--- config.mk ---
export PLATFORM = sky130hd
export DESIGN_NAME = vid_key_ctrl
export DESIGN_NICKNAME = d
export VERILOG_FILES = /design/src/rtl/vidc_pkg.sv /design/src/rtl/vidc_ctrl.sv /design/src/rtl/vidc_dp.sv /design/src/rtl/vid_key_ctrl.sv
export SDC_FILE = /design/constraint.sdc
export NUM_CORES = 1
export LEC_CHECK = 0
export CAP_MARGIN = 15
export CELL_PAD_IN_SITES_DETAIL_PLACEMENT = 0
export CELL_PAD_IN_SITES_GLOBAL_PLACEMENT = 1
export CORE_UTILIZATION = 40
export CTS_BUF_LIST = sky130_fd_sc_hd__clkbuf_8
export DETAILED_ROUTE_END_ITERATION = 12
export GPL_ROUTABILITY_DRIVEN = 0
export PLACE_DENSITY_LB_ADDON = 0.08
export SLEW_MARGIN = 30
export SYNTH_ARGS = -nofsm -noshare
export SYNTH_HDL_FRONTEND = slang
export SYNTH_SLANG_ARGS = --single-unit
--- constraint.sdc ---
create_clock -name clk -period 2 [get_ports clk]
set_input_delay 0.3 -clock clk [delete_from_list [all_inputs] [get_ports clk]]
set_output_delay 0.3 -clock clk [all_outputs]
set_load 0.05 [all_outputs]
--- src/rtl/vidc_pkg.sv ---
package vidc_pkg;

  localparam logic [7:0] IDX_CTRL    = 8'h00;
  localparam logic [7:0] IDX_OFS     = 8'h01;
  localparam logic [7:0] IDX_DATA    = 8'h02;
  localparam logic [7:0] IDX_KEY     = 8'h03;
  localparam logic [7:0] IDX_BASE_HI = 8'h60;
  localparam logic [7:0] IDX_BASE_LO = 8'h61;
  localparam logic [7:0] KEY_UNLOCK  = 8'h5A;

  // default of guarded control bits {cpuFamily, otfMode, extTable}
  localparam logic [2:0] PROT_DEFAULT = 3'b001;

  typedef struct packed {
    logic wrCtrl;
    logic wrOfs;
    logic wrVid;
    logic wrKey;
    logic wrBaseHi;
    logic wrBaseLo;
    logic pinWr;
    logic protWr;
    logic evtClr;
  } vidStrobes_t;

endpackage

--- src/rtl/vidc_ctrl.sv ---
module vidc_ctrl
  import vidc_pkg::*;
#(
  parameter int IDX_W = 8
) (
  input  logic [IDX_W-1:0] regIdx,
  input  logic             wrEn,
  input  logic             keyMatch,
  input  logic             otfNow,
  input  logic             slotEvt,
  input  logic             wdtEvt,
  output vidStrobes_t      stb
);

  logic ctrlHit;

  always_comb begin
    ctrlHit      = wrEn && (regIdx == IDX_W'(IDX_CTRL));
    stb.evtClr   = slotEvt || wdtEvt;
    stb.wrCtrl   = ctrlHit;
    stb.wrOfs    = wrEn && (regIdx == IDX_W'(IDX_OFS));
    stb.wrVid    = wrEn && (regIdx == IDX_W'(IDX_DATA));
    stb.wrKey    = wrEn && (regIdx == IDX_W'(IDX_KEY));
    stb.wrBaseHi = wrEn && (regIdx == IDX_W'(IDX_BASE_HI));
    stb.wrBaseLo = wrEn && (regIdx == IDX_W'(IDX_BASE_LO));
    // trigger-pin routing may change only while on-the-fly mode is off
    stb.pinWr    = ctrlHit && !otfNow;
    // guarded write: needs the key, and an event in the same cycle wins
    stb.protWr   = ctrlHit && keyMatch && !stb.evtClr;
  end

endmodule

--- src/rtl/vidc_dp.sv ---
module vidc_dp
  import vidc_pkg::*;
#(
  parameter int IDX_W  = 8,
  parameter int DATA_W = 8,
  parameter int VID_W  = 7
) (
  input  logic              clk,
  input  logic              rstN,
  input  vidStrobes_t       stb,
  input  logic [IDX_W-1:0]  regIdx,
  input  logic [DATA_W-1:0] wrData,
  output logic [DATA_W-1:0] rdData,
  output logic              keyMatch,
  output logic              clkSelExt,
  output logic              otfPinEn,
  output logic              cpuFamily,
  output logic              otfMode,
  output logic              extTable,
  output logic [VID_W-1:0]  vidOut
);

  localparam int SUM_W = VID_W + 3;
  localparam logic [VID_W-1:0] VID_MAX = {VID_W{1'b1}};

  logic              clkSelQ, pinQ;
  logic [2:0]        protQ;
  logic [DATA_W-1:0] ofsQ, keyQ, baseHiQ, baseLoQ;
  logic [VID_W-1:0]  dataQ, baseQ, satCode;
  logic signed [SUM_W-1:0] sum;

  always_ff @(posedge clk or negedge rstN) begin
    if (!rstN) begin
      clkSelQ <= 1'b0;
      pinQ    <= 1'b0;
      protQ   <= PROT_DEFAULT;
      ofsQ    <= '0;
      keyQ    <= '0;
      dataQ   <= '0;
      baseQ   <= '0;
      baseHiQ <= '0;
      baseLoQ <= '0;
    end else begin
      if (stb.wrCtrl) clkSelQ <= wrData[7];
      if (stb.pinWr)  pinQ    <= wrData[3];
      if (stb.evtClr)      protQ <= PROT_DEFAULT;
      else if (stb.protWr) protQ <= wrData[2:0];
      if (stb.wrKey)       keyQ <= wrData;
      else if (stb.protWr) keyQ <= '0;
      if (stb.wrOfs)    ofsQ    <= wrData;
      if (stb.wrVid)    dataQ   <= wrData[VID_W-1:0];
      if (stb.wrBaseHi) baseHiQ <= wrData;
      if (stb.wrBaseLo) baseLoQ <= wrData;
      // base follows the direct code until on-the-fly mode is active
      if (!protQ[1])    baseQ   <= dataQ;
    end
  end

  assign keyMatch = (keyQ == DATA_W'(KEY_UNLOCK));

  always_comb begin
    sum = $signed({{(SUM_W-VID_W){1'b0}}, baseQ})
        + $signed({{(SUM_W-DATA_W){ofsQ[DATA_W-1]}}, ofsQ});
    if (sum < 0)
      satCode = '0;
    else if (sum > $signed({{(SUM_W-VID_W){1'b0}}, VID_MAX}))
      satCode = VID_MAX;
    else
      satCode = sum[VID_W-1:0];
  end

  assign vidOut    = protQ[1] ? satCode : dataQ;
  assign clkSelExt = clkSelQ;
  assign otfPinEn  = pinQ;
  assign cpuFamily = protQ[2];
  assign otfMode   = protQ[1];
  assign extTable  = protQ[0];

  always_comb begin
    unique case (regIdx)
      IDX_W'(IDX_CTRL):    rdData = DATA_W'({clkSelQ, 3'b000, pinQ, protQ});
      IDX_W'(IDX_OFS):     rdData = ofsQ;
      IDX_W'(IDX_DATA):    rdData = {{(DATA_W-VID_W){1'b0}}, dataQ};
      IDX_W'(IDX_KEY):     rdData = keyQ;
      IDX_W'(IDX_BASE_HI): rdData = baseHiQ;
      IDX_W'(IDX_BASE_LO): rdData = baseLoQ;
      default:             rdData = '0;
    endcase
  end

endmodule

--- src/rtl/vid_key_ctrl.sv ---
module vid_key_ctrl
  import vidc_pkg::*;
#(
  parameter int IDX_W  = 8,
  parameter int DATA_W = 8,
  parameter int VID_W  = 7
) (
  input  logic              clk,
  input  logic              rstN,
  input  logic [IDX_W-1:0]  regIdx,
  input  logic              wrEn,
  input  logic [DATA_W-1:0] wrData,
  output logic [DATA_W-1:0] rdData,
  input  logic              slotEvt,
  input  logic              wdtEvt,
  output logic              clkSelExt,
  output logic              otfPinEn,
  output logic              cpuFamily,
  output logic              otfMode,
  output logic              extTable,
  output logic [VID_W-1:0]  vidOut
);

  vidStrobes_t stb;
  logic        keyMatch;

  vidc_ctrl #(.IDX_W(IDX_W)) u_ctrl (
    .regIdx  (regIdx),
    .wrEn    (wrEn),
    .keyMatch(keyMatch),
    .otfNow  (otfMode),
    .slotEvt (slotEvt),
    .wdtEvt  (wdtEvt),
    .stb     (stb)
  );

  vidc_dp #(.IDX_W(IDX_W), .DATA_W(DATA_W), .VID_W(VID_W)) u_dp (
    .clk      (clk),
    .rstN     (rstN),
    .stb      (stb),
    .regIdx   (regIdx),
    .wrData   (wrData),
    .rdData   (rdData),
    .keyMatch (keyMatch),
    .clkSelExt(clkSelExt),
    .otfPinEn (otfPinEn),
    .cpuFamily(cpuFamily),
    .otfMode  (otfMode),
    .extTable (extTable),
    .vidOut   (vidOut)
  );

endmodule

==> flow_summary.yaml <==
power_and_ir_drop:
  clockPowerShare_pct: 31.1
  p_comb_share_pct: 18.9
  p_sw_share_pct: 25.9
  power.density_mw_per_mm2: 510
  vdd_drop_max_v: 0.000451
  p_sw_uw: 576
  internal-power_mw: 1.65
  leakagePower_nw: 2.02
  seqPwrFrac_pct: 49.9
sta:
  setup_slack_ns: -0.631
  setup_violations: 7
  fin_tns_setup_ns: -4.25
  period_share_pct: 132
  period_minus_slack_ns: 2.63
  max-slew-margin-rel_pct: 63.0
  fmax_mhz: 380
  worstMarginPinSlew_ns: 0.548
  rsz0062_at_grt: "true"
  hold_ws_ns: 0.494
  hold_viol_final: 0
  skew_ns: 0.00738
  timing.final.max_slew_violations: 0
synth:
  synth-seq-cells: 51
  syn_area_mm2: 0.00279
  yosysSeqAreaShare_pct: 45.8
  ys_types: 48
  syn_inst: 266
  ys_warn_count: 0
  syn_avg_cell_area_um2: 10.5
  syn_nets: 295
  ys_async_sr_fraction_pct: 100
  ys.flop_type: "dfrtp_1"
  synth_edf_count: 0
routing:
  vias_per_cell: 5.41
  avgRoutedWirePerCell_um: 17.1
  first_pass_iters: 4
  drtAntennaViolNets: 0
  drt_iter0_drc: 105
  vias: 2419
  drc: 0
  routed_wl_um: 7630
clock_network:
  cts_max_level: 2
  insertion_delay_ns: 0.31
  cts_tree: "yes"
  clockRootBuffer: "clkbuf_8"
  clock_sinks: 51
  path_clk_slew_ns: 0.09
  cts_buffer_depth: 2
  cts_buffers: 5
job:
  max-cap-violations: 0
die:
  die_h_um: 85.5
  boundaryPins: 41
  initial_core_util_pct: 41.3
  core_mm2: 0.00676
  row_count: 30
  dieArea_mm2: 0.00731
  die-width_um: 85.5
run_status:
  status: "finished, violations left"
  violations: "negative setup slack"
worst_setup_path:
  cp.required_ns: 1.70
  worstPathMaxFanout: 7
  path_delay_family: "compound AO/OA/AOI/OAI gates"
  crit_arrival_ns: 2.33
  cp_num_buf_inv: 2
  cp-end-kind: "primary output"
  worst_setup_path_start_kind: "flip-flop"
  slowest_delay_ns: 0.40
  slowest_stage: "o31a_4"
  criticalPathCategory: "reg2out"
  crit_path_cell_trace: "ha_1 -> a21o_1 -> o21bai_2 -> o31a_4 -> a21boi_1 -> buf_4 -> o21ai_4 -> buf_12"
min_path:
  hp-class: "reg2reg"
grt:
  grt_pass1_wl_um: 12400
  grt_usage_pct: 22.1
  grt_overflow: 0
  antenna_found_initial: 0
  first_global_vias: 2523
  grt_max_degree: 24
place:
  pre_cts_slack_ns: -0.368
  dpl_cell_area_mm2: 0.00399
  port_buffers: 40
  dp_hpwl_um: 5660
cells_and_area:
  final_common_cell: "buf_4"
  num_antenna_cells: 0
  layout_common_cells: "59 x buf_4, 50 x dfrtp_1, 30 x nand2_1"
  nets: 396
  seqCellArea_mm2: 0.00128
  num-fill-cells: 540
  area_growth_pct: 56.5
  multiInputGateArea_mm2: 0.00172
  finalCoreUtilization_pct: 64.6
  design_area_mm2: 0.00436
  drive_gt1_share_pct: 47.4
-- synthesized netlist by cell type, drive strengths merged, types with 5 or more instances --
cell     n  area (µm²)
dfrtp   50        1250
clkbuf   5        18.8
nand2b   8        50.1
nand3    5        30.0
mux2    30         338
inv      8        30.0
nor2     6        22.5
o21a     5        37.5
buf     10        50.1
a22oi   12        90.1
nand2   30         113
a21oi    7        35.0
o21ai   22         110
ha       7        87.6
mux2i    8        80.1
-- logic make-up (layout without fill, tap and decap cells) --
family	count (synthesis)	in the layout	share of synthesized area, %
adder cells (fa/ha/maj)	8	8	3.86
AO/OA/AOI/OAI	72	72	16.9
multiplexers	38	38	15.0
flip-flops	51	51	45.8
XOR/XNOR	3	3	0.943
buffers and inverters	23	124	3.55
AND/OR/NAND/NOR	71	71	13.9
-- final cells by class --
type	count	area share (%)
Multi-Input combinational cell	192	39.4
Sequential cell	51	29.3
Timing Repair Buffer	109	25.9
Tap cell	80	2.29
Clock buffer	5	1.58
Clock inverter	2	0.775
Inverter	8	0.688
-- power groups by stage --
stage / Sequential (mW) / Clock, mW / Combinational (mW)
final: 1.11 / 0.692 / 0.421
after global routing: 1.12 / 0.743 / 0.454
after detailed placement: 1.13 / 0 / 0.390
after global placement: 1.13 / 0 / 0.385
after CTS: 1.11 / 0.713 / 0.407
after floorplan: 1.13 / 0 / 0.179
-- sequential cells by signal (all words and copies together) (netlist names), 3 cells and up --
signal and flops:
u_dp.baseHiQ 8, u_dp.baseLoQ 8, u_dp.baseQ 7, u_dp.dataQ 7, u_dp.keyQ 8, u_dp.ofsQ 8
u_dp.protQ 3
-- metal layers --
layer  share of wire (%)  global-route usage, %  wire length [µm]
met1                  46                   28.9              3480
met5                   0                      0                 0
met2                  51                   38.3              3870
met3                 2.1                   3.11               162
met4                 1.4                   6.06               107
-- worst paths after layout --
path | start | endpoint | slack [ns] | cells past startpoint
max in group asynchronous | rstN | u_dp.protQ[0]$_DFFE_PN1P_ | 0.89 | 3
worst max-delay path | u_dp.baseQ[4]$_DFFE_PN0N_ | vidOut[1] | -0.63 | 8
min in group asynchronous | rstN | u_dp.baseQ[5]$_DFFE_PN0N_ | 0.50 | 2
worst min-delay path | u_dp.baseLoQ[3]$_DFFE_PN0P_ | u_dp.baseLoQ[3]$_DFFE_PN0P_ | 0.49 | 2
worst min register to register | u_dp.baseLoQ[3]$_DFFE_PN0P_ | u_dp.baseLoQ[3]$_DFFE_PN0P_ | 0.49 | 2
worst max register to register | u_dp.keyQ[5]$_DFFE_PN0P_ | u_dp.protQ[1]$_DFFE_PN0P_ | 0.30 | 5
-- tightest hold or removal path, cell delays in order (launching register included) --
cell and delay, ns:
dfrtp_1 0.35, nand2_1 0.04, o21ai_0 0.06
-- metrics by stage --
| stage | power [mW] | cells |
|---|---|---|
| 2_1_floorplan | 1.31 | 266 |
| 3_3_place_gp | 1.51 | 428 |
| 3_5_place_dp | 1.52 | 428 |
| 4_1_cts | 2.23 | 443 |
| 5_1_grt | 2.31 | 447 |
| 6_report | 2.22 | 447 |
-- timing repair --
item	in CTS	in global routing
setup endpoints to repair	15	15
resized for setup	40	24
pin swaps	19	17
hold buffers	1	0
hold endpoints to repair	20	0
cloned	2	0
buffers inserted	6	4
Power figures use the tool's default switching activity.
